[config.mk]
export PLATFORM = sky130hd
export DESIGN_NAME = pm_event_ctrl
export DESIGN_NICKNAME = d
export VERILOG_FILES = /design/src/rtl/pm_evt_pkg.sv /design/src/rtl/pm_sync.sv /design/src/rtl/pm_ovr_timer.sv /design/src/rtl/pm_event_ctrl.sv
export SDC_FILE = /design/constraint.sdc
export NUM_CORES = 1
export LEC_CHECK = 0
export ABC_AREA = 1
export BUFFER_PORTS_ARGS = -buffer_cell sky130_fd_sc_hd__buf_2
export CAP_MARGIN = 15
export CORE_MARGIN = 2
export CORE_UTILIZATION = 49
export DETAILED_ROUTE_END_ITERATION = 7
export GPL_ROUTABILITY_DRIVEN = 0
export GPL_TIMING_DRIVEN = 0
export PLACE_DENSITY = 0.82
export SLEW_MARGIN = 30
export SYNTH_ARGS = -nofsm -noshare
export SYNTH_HDL_FRONTEND = slang
export SYNTH_SLANG_ARGS = --single-unit
[constraint.sdc]
create_clock -name clk -period 1.3 [get_ports clk]
set_clock_uncertainty 0.15 [all_clocks]
set_input_delay 0.13 -clock clk [delete_from_list [all_inputs] [get_ports clk]]
set_output_delay 0.13 -clock clk [all_outputs]
set_load 0.02 [all_outputs]
[src/rtl/pm_evt_pkg.sv]
package pm_evt_pkg;

    typedef enum logic [1:0] {
        ST_WORK    = 2'd0,
        ST_SLEEP   = 2'd1,
        ST_SOFTOFF = 2'd2,
        ST_RSVD    = 2'd3
    } pwr_state_e;

    localparam logic [1:0] ADDR_STS = 2'd0;
    localparam logic [1:0] ADDR_EN  = 2'd1;

    localparam int STS_W = 3;
    localparam int EN_W  = 4;

    // bit 0 button, bit 1 alarm, bit 2 override
    typedef struct packed {
        logic ovr;
        logic rtc;
        logic btn;
    } sts_t;

    // bit 0 button, bit 1 alarm, bit 2 override, bit 3 alarm-remember
    typedef struct packed {
        logic arm;
        logic ovr;
        logic rtc;
        logic btn;
    } en_t;

    function automatic logic [7:0] sts_byte(sts_t s);
        return {{(8-STS_W){1'b0}}, s};
    endfunction

    function automatic logic [7:0] en_byte(en_t e);
        return {{(8-EN_W){1'b0}}, e};
    endfunction

    function automatic logic is_asleep(pwr_state_e st, logic off);
        return (st != ST_WORK) || off;
    endfunction

endpackage

[src/rtl/pm_sync.sv]
module pm_sync #(
    parameter int W = 1
) (
    input  logic         clk,
    input  logic         rst,
    input  logic [W-1:0] d,
    output logic [W-1:0] q
);
    for (genvar i = 0; i < W; i++) begin : g_bit
        logic s1, s2;
        always_ff @(posedge clk) begin
            if (rst) begin
                s1 <= 1'b0;
                s2 <= 1'b0;
            end else begin
                s1 <= d[i];
                s2 <= s1;
            end
        end
        assign q[i] = s2;
    end
endmodule

[src/rtl/pm_ovr_timer.sv]
module pm_ovr_timer #(
    parameter int HOLD_TICKS = 131072
) (
    input  logic clk,
    input  logic rst,
    input  logic btn_s,
    input  logic arm,
    output logic fire
);
    localparam int CW = $clog2(HOLD_TICKS + 2);
    localparam logic [CW-1:0] HOLD_V = CW'(HOLD_TICKS);
    localparam logic [CW-1:0] DONE_V = CW'(HOLD_TICKS + 1);

    logic [CW-1:0] cnt_q;

    always_ff @(posedge clk) begin
        if (rst || !btn_s || !arm) begin
            cnt_q <= '0;
        end else if (cnt_q != DONE_V) begin
            cnt_q <= cnt_q + 1'b1;
        end
    end

    assign fire = btn_s && arm && (cnt_q == HOLD_V);
endmodule

[src/rtl/pm_event_ctrl.sv]
module pm_event_ctrl
    import pm_evt_pkg::*;
#(
    parameter int CLK_HZ   = 32768,
    parameter int HOLD_SEC = 4
) (
    input  logic       clk,
    input  logic       rst,
    input  logic       btn_in,
    input  logic       alarm_in,
    input  logic       vtr_present,
    input  logic [1:0] sys_state,
    input  logic       reg_wr,
    input  logic [1:0] reg_addr,
    input  logic [7:0] reg_wdata,
    output logic [7:0] reg_rdata,
    output logic       sci,
    output logic       wake,
    output logic       soft_off
);
    localparam int HOLD_TICKS = CLK_HZ * HOLD_SEC;

    logic [2:0] sync_q;
    logic [1:0] prev_q;
    logic       btn_s, alarm_s, vtr_s;
    logic       btn_rise, alarm_rise, rtc_set;
    logic       ovr_fire;
    logic [3:0] wdata_unused;
    sts_t       sts_q, sts_d;
    en_t        en_q;
    logic       off_q;
    pwr_state_e st;

    assign wdata_unused = reg_wdata[7:4];
    assign st = pwr_state_e'(sys_state);

    pm_sync #(.W(3)) u_sync (
        .clk (clk),
        .rst (rst),
        .d   ({vtr_present, alarm_in, btn_in}),
        .q   (sync_q)
    );

    assign btn_s   = sync_q[0];
    assign alarm_s = sync_q[1];
    assign vtr_s   = sync_q[2];

    always_ff @(posedge clk) begin
        if (rst) prev_q <= '0;
        else     prev_q <= {alarm_s, btn_s};
    end

    assign btn_rise   = btn_s   && !prev_q[0];
    assign alarm_rise = alarm_s && !prev_q[1];
    assign rtc_set    = alarm_rise && (vtr_s || en_q.arm);

    pm_ovr_timer #(.HOLD_TICKS(HOLD_TICKS)) u_timer (
        .clk   (clk),
        .rst   (rst),
        .btn_s (btn_s),
        .arm   (en_q.ovr),
        .fire  (ovr_fire)
    );

    // clear first, then the override, then hardware sets, so sets win
    always_comb begin
        sts_d = sts_q;
        if (reg_wr && reg_addr == ADDR_STS) begin
            sts_d = sts_d & ~sts_t'(reg_wdata[STS_W-1:0]);
        end
        if (ovr_fire) begin
            sts_d.btn = 1'b0;
            sts_d.ovr = 1'b1;
        end
        if (btn_rise) sts_d.btn = 1'b1;
        if (rtc_set)  sts_d.rtc = 1'b1;
    end

    always_ff @(posedge clk) begin
        if (rst) begin
            sts_q <= '0;
            en_q  <= '0;
            off_q <= 1'b0;
        end else begin
            sts_q <= sts_d;
            if (reg_wr && reg_addr == ADDR_EN) en_q <= en_t'(reg_wdata[EN_W-1:0]);
            if (ovr_fire) off_q <= 1'b1;
        end
    end

    always_comb begin
        case (reg_addr)
            ADDR_STS: reg_rdata = sts_byte(sts_q);
            ADDR_EN:  reg_rdata = en_byte(en_q);
            default:  reg_rdata = 8'h00;
        endcase
    end

    logic asleep;
    logic rtc_evt;
    assign asleep  = is_asleep(st, off_q);
    assign rtc_evt = sts_q.rtc && en_q.rtc;
    assign sci      = !asleep && ((sts_q.btn && en_q.btn) || rtc_evt);
    assign wake     = asleep && (sts_q.btn || rtc_evt);
    assign soft_off = off_q;
endmodule

==> results.txt, run 1 <==
----------------------------------------------------
[Run status]
  Outcome ... finished with violations
  Failing checks ... setup timing

[GRT]
  Vias in the first global route ... about 1.3k
  Overflow left after global routing ... 0
  Number of antenna violations at the first check in global routing ... 0
  Global router's overall resource usage ... 0.193
  Largest net degree at the start of global routing ... 11
  Global-route wire length before repair ... 5380 µm

[CTS]
  Clock-pin slew on the worst setup and hold paths ... approximately 110 ps
  Number of clock sinks seen by CTS ... 34
  Clock Path Buffers ... 2
  Insertion delay of the later-clocked pin in the worst-skew pair ... approximately 350 ps
  CTS tree ... done
  Clock Tree Root ... clkbuf_4
  Total clock buffers created by CTS ... 5
  # H-tree levels ... 2

[Power]
  Power consumption ... 1830 µW
  Sequential fraction of design power ... 0.579
  Logic gate share of total power ... 0.080
  Worst vdd rail ir drop ... 0.572 mV
  Pwr/cell area ... slightly above 800 nW/µm²
  Psw ... 451 µW
  Static Leak ... around 0.00095 µW
  Cell internal pwr ... roughly 1400 µW
  Switch share ... 0.246
  Share of total power in the clock network ... 0.341

[Placement]
  # port buffers ... 20
  Area after DPL ... 1830 µm²
  Half-perimeter wire length of the detailed placement result ... about 2300 µm

[Cells and area]
  Fraction of final layout cells with drive strength greater than 1 ... 0.386
  Layout-stage area growth over the synthesis result ... 38.4%
  Final design instance area without fill ... approximately 2300 µm²
  Register area ... between 700 and 800 µm²
  Leading cell type in the layout, fill and taps excluded ... nand2_1
  Post-layout utilization of the core ... 0.691
  Most frequent cells in the layout ... nand2_1, nor2_1, inv_1
  Final layout net count ... approximately 310
  Layout fillers ... 249
  Area of the multi-input gates ... between 900 and 1000 µm²
  Total inserted antenna cells ... 0

[Routing]
  First DRT Iteration DRCs ... 125
  Routed wire length ... around 4000 µm
  Via count ... 1668
  Pre-antenna DRT Iters ... 4
  Via count normalized by instance count ... 4.92
  Post-route DRC violation count ... 0
  Detail-routed net length per standard cell ... 11.8 µm
  Number of nets with antenna violations after detailed routing ... 0

[Logic synthesis]
  Basic-gate share of the synthesized area counting and, or, nand and nor cells ... 0.331
  Top cell type by total area after synthesis ... dfxtp_1
  Post-synthesis mux area share ... 0
  Average footprint of a synthesized cell ... ~7 µm²
  Post-Synthesis Cells ... 240
  Cells taking the most area after synthesis ... dfxtp_1, nand2_1, nor2_1
  Portion of the post-synthesis area used by sequential elements ... 0.415
  Count of warnings emitted by yosys ... 0
  Post-synthesis share of cell area spent on full adders, half adders and majority gates ... 0.0229
  Unique cell type count in the Yosys netlist ... 22
  Flip-flop and latch count after synthesis ... 34
  Combinational family with the most area after synthesis ... simple AND/OR/NAND/NOR gates
  Top-area cell type share of the netlist area ... 0.415
  Xor and xnor fraction of the mapped netlist area ... 0.0107
  Post-synthesis compound-gate area fraction ... 0.115
  Post-synthesis cell area ... 1640 µm²

[Floorplanning]
  Starting utilization of the core area ... 0.499
  Die Footprint ... 3830 µm²
  Total I/O pin count ... 29
  Die Ht ... slightly above 60 µm
  Area of the core ... about 3300 µm²
  Die width ... between 60 and 70 µm
  Standard-cell row count ... 21

[STA]
  Clock period minus final worst setup slack ... between 1000 and 1500 ps
  Number of pins exceeding their max-slew limit in the final report ... 0
  Maximum clock frequency ... roughly 720 MHz
  Least setup slack across all paths after layout ... -81.7 ps
  Post-route setup TNS ... -653 ps
  Period utilisation layout ... 1.06
  Final-report setup violation count ... 16
  Unrepaired setup endpoints after global routing ... yes
  Number of hold-slack violations in the final timing report ... 0

[Worst setup path]
  Critical R2R Launch ... u_timer.cnt_q[0]$_SDFFE_PP0P_
  R2R setup slack ... -80 ps
  Nature of the critical path startpoint ... flop
  CP Launch Point ... u_timer.cnt_q[0]$_SDFFE_PP0P_
  Reg2Reg Depth ... 8
  CP Capture Type ... flop
  Required time at the worst-slack endpoint ... between 1000 and 1500 ps
  Reg2reg end ... u_timer.cnt_q[14]$_SDFFE_PP0P_
  Critical Path Fanout Max ... 5
  Start-to-end type of the worst setup path ... reg2reg
  Signal arrival time at the worst endpoint ... 1480 ps
  Critical path endpoint ... u_timer.cnt_q[14]$_SDFFE_PP0P_

[Run]
  Number of maximum-capacitance violations ... 0

[Min path]
  Hold Startpoint ... reg_wr
  Class of the worst hold path ... in2reg

----------------------------------------------------
==> cell usage after synthesis (all sizes together) <==
cell     n
and2     1
nand4    2
inv     35
nand3   12
nor2    49
ha       3
dfxtp   34
nand2   54
clkinv   1
clkbuf   1
o21ai   12
xor2     2
o22ai    1
a21oi   23
conb     1
nand3b   2
or2      2
buf      4
o21bai   1
==> cell type report <==
class / instances / share of cell area
Buffer: 5 / 0.0149
Clock buffer: 7 / 0.0242
Clock inverter: 1 / 0.00220
Inverter: 36 / 0.0606
Multi-Input combinational cell: 168 / 0.405
Sequential cell: 34 / 0.318
Tap cell: 46 / 0.0253
Timing Repair Buffer: 42 / 0.149
==> worst max-delay path, cell delays in order, from the launching register on <==
cell,delay [ps]
dfxtp_4,400
ha_4,160
nand2_4,50
nor2_4,150
nand2_4,90
nor2_4,130
nand3_2,70
nand2_1,60
nor2_1,40
==> routing by layer <==
layer | global-route usage | part of all wire | vias to the layer above
met1 | 0.245 | 0.43 | 770
li1 | - | - | 848
met3 | 0.0704 | 0.040 | 6
met5 | 0 | 0 | -
met2 | 0.298 | 0.52 | 44
met4 | 0.0790 | 0.011 | 0
==> cells by family after synthesis <==
group | count (synthesis)
buf+inv | 41
compound gates | 37
other cells | 1
xor+xnor | 2
flops | 34
fa+ha+maj | 3
simple gates | 122
==> metrics by stage <==
| stage | std cells | worst slack, ps | hold WS [ps] |
|---|---|---|---|
| after global routing | 339 | -176 | 97.1 |
| after detailed placement | 309 | -202 | 189 |
| after global placement | 309 | -220 | 180 |
| final | 339 | -81.7 | 55.6 |
| after CTS | 330 | -57.5 | 48.8 |
| after floorplan | 243 | -13.3 | 62.7 |
==> worst min path at each step <==
stage                                          endpoint  slack (ps)  cells past startpoint
after floorplan                    prev_q[0]$_SDFF_PP0_          60                      1
after global placement    u_sync.g_bit[1].s1$_SDFF_PP0_         180                      3
after detailed placement  u_sync.g_bit[2].s1$_SDFF_PP0_         190                      3
after CTS                          en_q[1]$_SDFFE_PP0P_          50                      3
after global routing               en_q[1]$_SDFFE_PP0P_         100                      3
final                              en_q[1]$_SDFFE_PP0P_          60                      3
==> repair_timing <==
action | in CTS | in global routing
pin swaps | 7 | 11
hold buffers | 8 | 0
gates resized for setup | 32 | 49
setup buffers | 5 | 9
endpoints found under the hold margin | 18 | 0
endpoints found under the setup margin | 23 | 25
==> sequential cells by signal, summed over array words and instances (netlist names) <==
| register | cells |
|---|---|
| en_q | 4 |
| prev_q | 2 |
| soft_off | 1 |
| sts_q | 3 |
| u_sync.g_bit.s1 | 3 |
| u_sync.g_bit.s2 | 3 |
| u_timer.cnt_q | 18 |
==> power groups by stage <==
stage | Clock (µW) | Sequential (µW) | Combinational [µW]
after global placement | 0 | 1090 | 103
after floorplan | 0 | 1090 | 68.8
after global routing | 684 | 1060 | 159
after detailed placement | 0 | 1090 | 104
final | 624 | 1060 | 147
after CTS | 634 | 1070 | 131
Power figures use the tool's default switching activity.
==> run 2, diff against run 1 <==
Settings changed: CORE_MARGIN 2 to 4.
==> run 2 against run 1 <==
Effect of this change:
- the run still ends with setup timing left
- combinational power is essentially flat
- non-clock buffer count grew 1
- flip-flop and latch count is the same
- clock power grew 2%
- critical path depth shrank 2
- final area shrank 1.4%
- count of clock-buffer cells in the layout shrank 1
- sequential share of layout area is essentially flat
- cell count shrank 0.29%
- sequential power is essentially flat
- global-route usage shrank 0.61 points
- largest power group unchanged
- highest routed layer unchanged
==> results.txt, run 2 (synthesis results as in run 1) <==
----------------------------------------------------
[Run status]
  Outcome ... finished with violations
  Failing checks ... setup timing

[Routing]
  First DRT Iteration DRCs ... 92 (-26%)
  Routed wire length ... 4060 µm (+1.2%)
  Number of nets with antenna violations after detailed routing ... 0 (unchanged)
  Via count ... 1642 (-1.6%)
  Pre-antenna DRT Iters ... 4 (unchanged)
  Via count normalized by instance count ... 4.86 (-1.3%)
  Detail-routed net length per standard cell ... 12.0 µm (+1.5%)
  Post-route DRC violation count ... 0 (unchanged)

[Worst setup path]
  Reg2Reg Depth ... 6 (-2)
  Critical R2R Launch ... u_timer.cnt_q[0]$_SDFFE_PP0P_
  Required time at the worst-slack endpoint ... 1410 ps (about the same)
  Reg2reg end ... u_timer.cnt_q[4]$_SDFFE_PP0P_
  CP Capture Type ... flop
  Critical Path Fanout Max ... 4 (-1)
  Start-to-end type of the worst setup path ... reg2reg
  Nature of the critical path startpoint ... flop
  R2R setup slack ... -90 ps (about the same)
  Signal arrival time at the worst endpoint ... 1510 ps (+30 ps)

[GRT]
  Global router's overall resource usage ... 0.187 (-0.00606)
  GRT met3 Usage ... 0.0578 (-0.0126)
  Largest net degree at the start of global routing ... 12 (+1)
  Number of antenna violations at the first check in global routing ... 0 (unchanged)
  Met2 track demand over resource ... 0.305 (+0.00764)
  Vias in the first global route ... 1452 (+11%)
  Global-route wire length before repair ... 6180 µm (+15%)
  Overflow left after global routing ... 0 (unchanged)
  Met1 track demand over resource ... 0.212 (-0.0325)
  Peak-usage layer in the global routing report ... met2

[Floorplanning]
  Die Ht ... 65.9 µm (+6.5%)
  Starting utilization of the core area ... 0.524 (+0.0250)
  Total I/O pin count ... 29 (unchanged)
  Die width ... 65.9 µm (+6.5%)
  Die Footprint ... 4340 µm² (+13%)
  Standard-cell row count ... 20 (-4.8%)
  Area of the core ... 3130 µm² (-4.8%)

[Cells and area]
  Leading cell type in the layout, fill and taps excluded ... nand2_1
  Register with the most flip-flops ... u_timer.cnt_q
  Fin cells ... 338 (-0.29%)
  Total inserted antenna cells ... 0 (unchanged)
  Fraction of final layout cells with drive strength greater than 1 ... 0.344 (-0.0421)
  Registers with the most flip-flops ... u_timer.cnt_q: 18 flops, en_q: 4 flops
  Layout-stage area growth over the synthesis result ... 36.5%
  Layout fillers ... 228 (-8.4%)
  Max FFs per register ... 18 (unchanged)
  Final layout net count ... 314 (+0.32%)
  Most frequent cells in the layout ... nand2_1, nor2_1, inv_1

[Min path]
  Worst hold stages ... 3 (unchanged)
  Class of the worst hold path ... in2reg
  Capture endpoint of the worst hold path ... en_q[0]$_SDFFE_PP0P_
  Hold Startpoint ... reg_wr

[CTS]
  CTS tree ... done
  Clock-pin slew on the worst setup and hold paths ... 110 ps (about the same)
  Clock Tree Root ... clkbuf_4
  Total clock buffers created by CTS ... 5 (unchanged)
  Insertion delay of the later-clocked pin in the worst-skew pair ... 350 ps (about the same)
  # H-tree levels ... 2 (unchanged)
  Clock Path Buffers ... 2 (unchanged)
  Number of clock sinks seen by CTS ... 34 (unchanged)

[STA]
  Number of hold-slack violations in the final timing report ... 0 (unchanged)
  Number of pins exceeding their max-slew limit in the final report ... 0 (unchanged)
  Final worst hold slack ... 62.0 ps (+6.37 ps)
  Unrepaired setup endpoints after global routing ... yes
  Maximum clock frequency ... 719 MHz (-0.72%)
  Final-report setup violation count ... 22 (+6)
  Period utilisation layout ... 1.07 (+0.00771)
  Clock period minus final worst setup slack ... 1390 ps (+10.0 ps)
  Least setup slack across all paths after layout ... -91.7 ps (-10.0 ps)

[Placement]
  Half-perimeter wire length of the detailed placement result ... 2290 µm (-0.56%)
  # port buffers ... 20 (unchanged)
  Cell total after placement ... 307 (-0.65%)
  Worst-case setup slack after placement ... -223 ps (-20.7 ps)

[Run]
  Number of maximum-capacitance violations ... 0 (unchanged)

[Power]
  Static Leak ... 0.000943 µW (-1.2%)
  Pwr/cell area ... 825 nW/µm² (+2.4%)
  Worst vdd rail ir drop ... 0.779 mV (+36%)

----------------------------------------------------
## run 2: cell count changes in the layout (fill, tap and decap cells not counted), sizes merged
cell / previous run / this run
dlygate4sd3: 8 / 9
clkbuf: 8 / 7
clkinv: 1 / 2
## run 2: per-layer routing
layer,up-vias,part of all wire
met1,730,0.42
met5,-,0
li1,850,-
met3,13,0.048
met2,49,0.50
met4,0,0.027
## run 2: area by class of cell
class | count | area [µm²] | area share
Clock inverter | 2 | 11.3 | 0.00503
Timing Repair Buffer | 43 | 342 | 0.153
Sequential cell | 34 | 713 | 0.319
Buffer | 5 | 33.8 | 0.0151
Inverter | 36 | 136 | 0.0609
Clock buffer | 6 | 51.3 | 0.0229
Multi-Input combinational cell | 168 | 896 | 0.400
Tap cell | 44 | 55.1 | 0.0246
## run 2: per-stage QoR
stage,utilization,power (µW),TNS [ps],instance area [µm²]
floorplan,-,1160,-23.6,1670
global placement,0.583,1190,-2040,1820
detailed placement,0.583,1190,-2160,1820
CTS,0.682,1850,-516,2130
global route,0.716,1940,-2870,2240
finish,0.716,1850,-851,2240
## run 2: what timing repair did
action / CTS / global route
endpoints found under the setup margin: 24 / 27
setup buffers: 6 / 8
hold endpoints to repair: 17 / 0
hold buffers: 9 / 0
gates resized for setup: 48 / 12
pin swaps: 12 / 9
## run 2: how the worst max path moves through the flow
stage	start	to	slack, ps	depth (start not counted)
after floorplan	u_timer.cnt_q[0]$_SDFFE_PP0P_	u_timer.cnt_q[8]$_SDFFE_PP0P_	-10	6
after global placement	en_q[2]$_SDFFE_PP0P_	u_timer.cnt_q[16]$_SDFFE_PP0P_	-220	4
after detailed placement	en_q[2]$_SDFFE_PP0P_	u_timer.cnt_q[4]$_SDFFE_PP0P_	-220	4
after CTS	u_timer.cnt_q[1]$_SDFFE_PP0P_	u_timer.cnt_q[4]$_SDFFE_PP0P_	-70	6
after global routing	u_timer.cnt_q[0]$_SDFFE_PP0P_	u_timer.cnt_q[8]$_SDFFE_PP0P_	-170	6
final	u_timer.cnt_q[0]$_SDFFE_PP0P_	u_timer.cnt_q[4]$_SDFFE_PP0P_	-90	6
## run 2: where the power goes
group | internal, µW | total, µW | switching (µW) | leakage [µW]
Combinational | 69.9 | 146 | 76.3 | 0.000618
Clock | 262 | 636 | 374 | 0.0000386
Sequential | 1060 | 1070 | 10.2 | 0.000287
Total | 1390 | 1850 | 461 | 0.000943
## run 2: critical path: stages (launching register included)
cell     delay (ps)
dfxtp_4         400
ha_4            160
nand2_4          50
nor2_4          160
inv_1            70
or2_0           190
a21oi_1         140
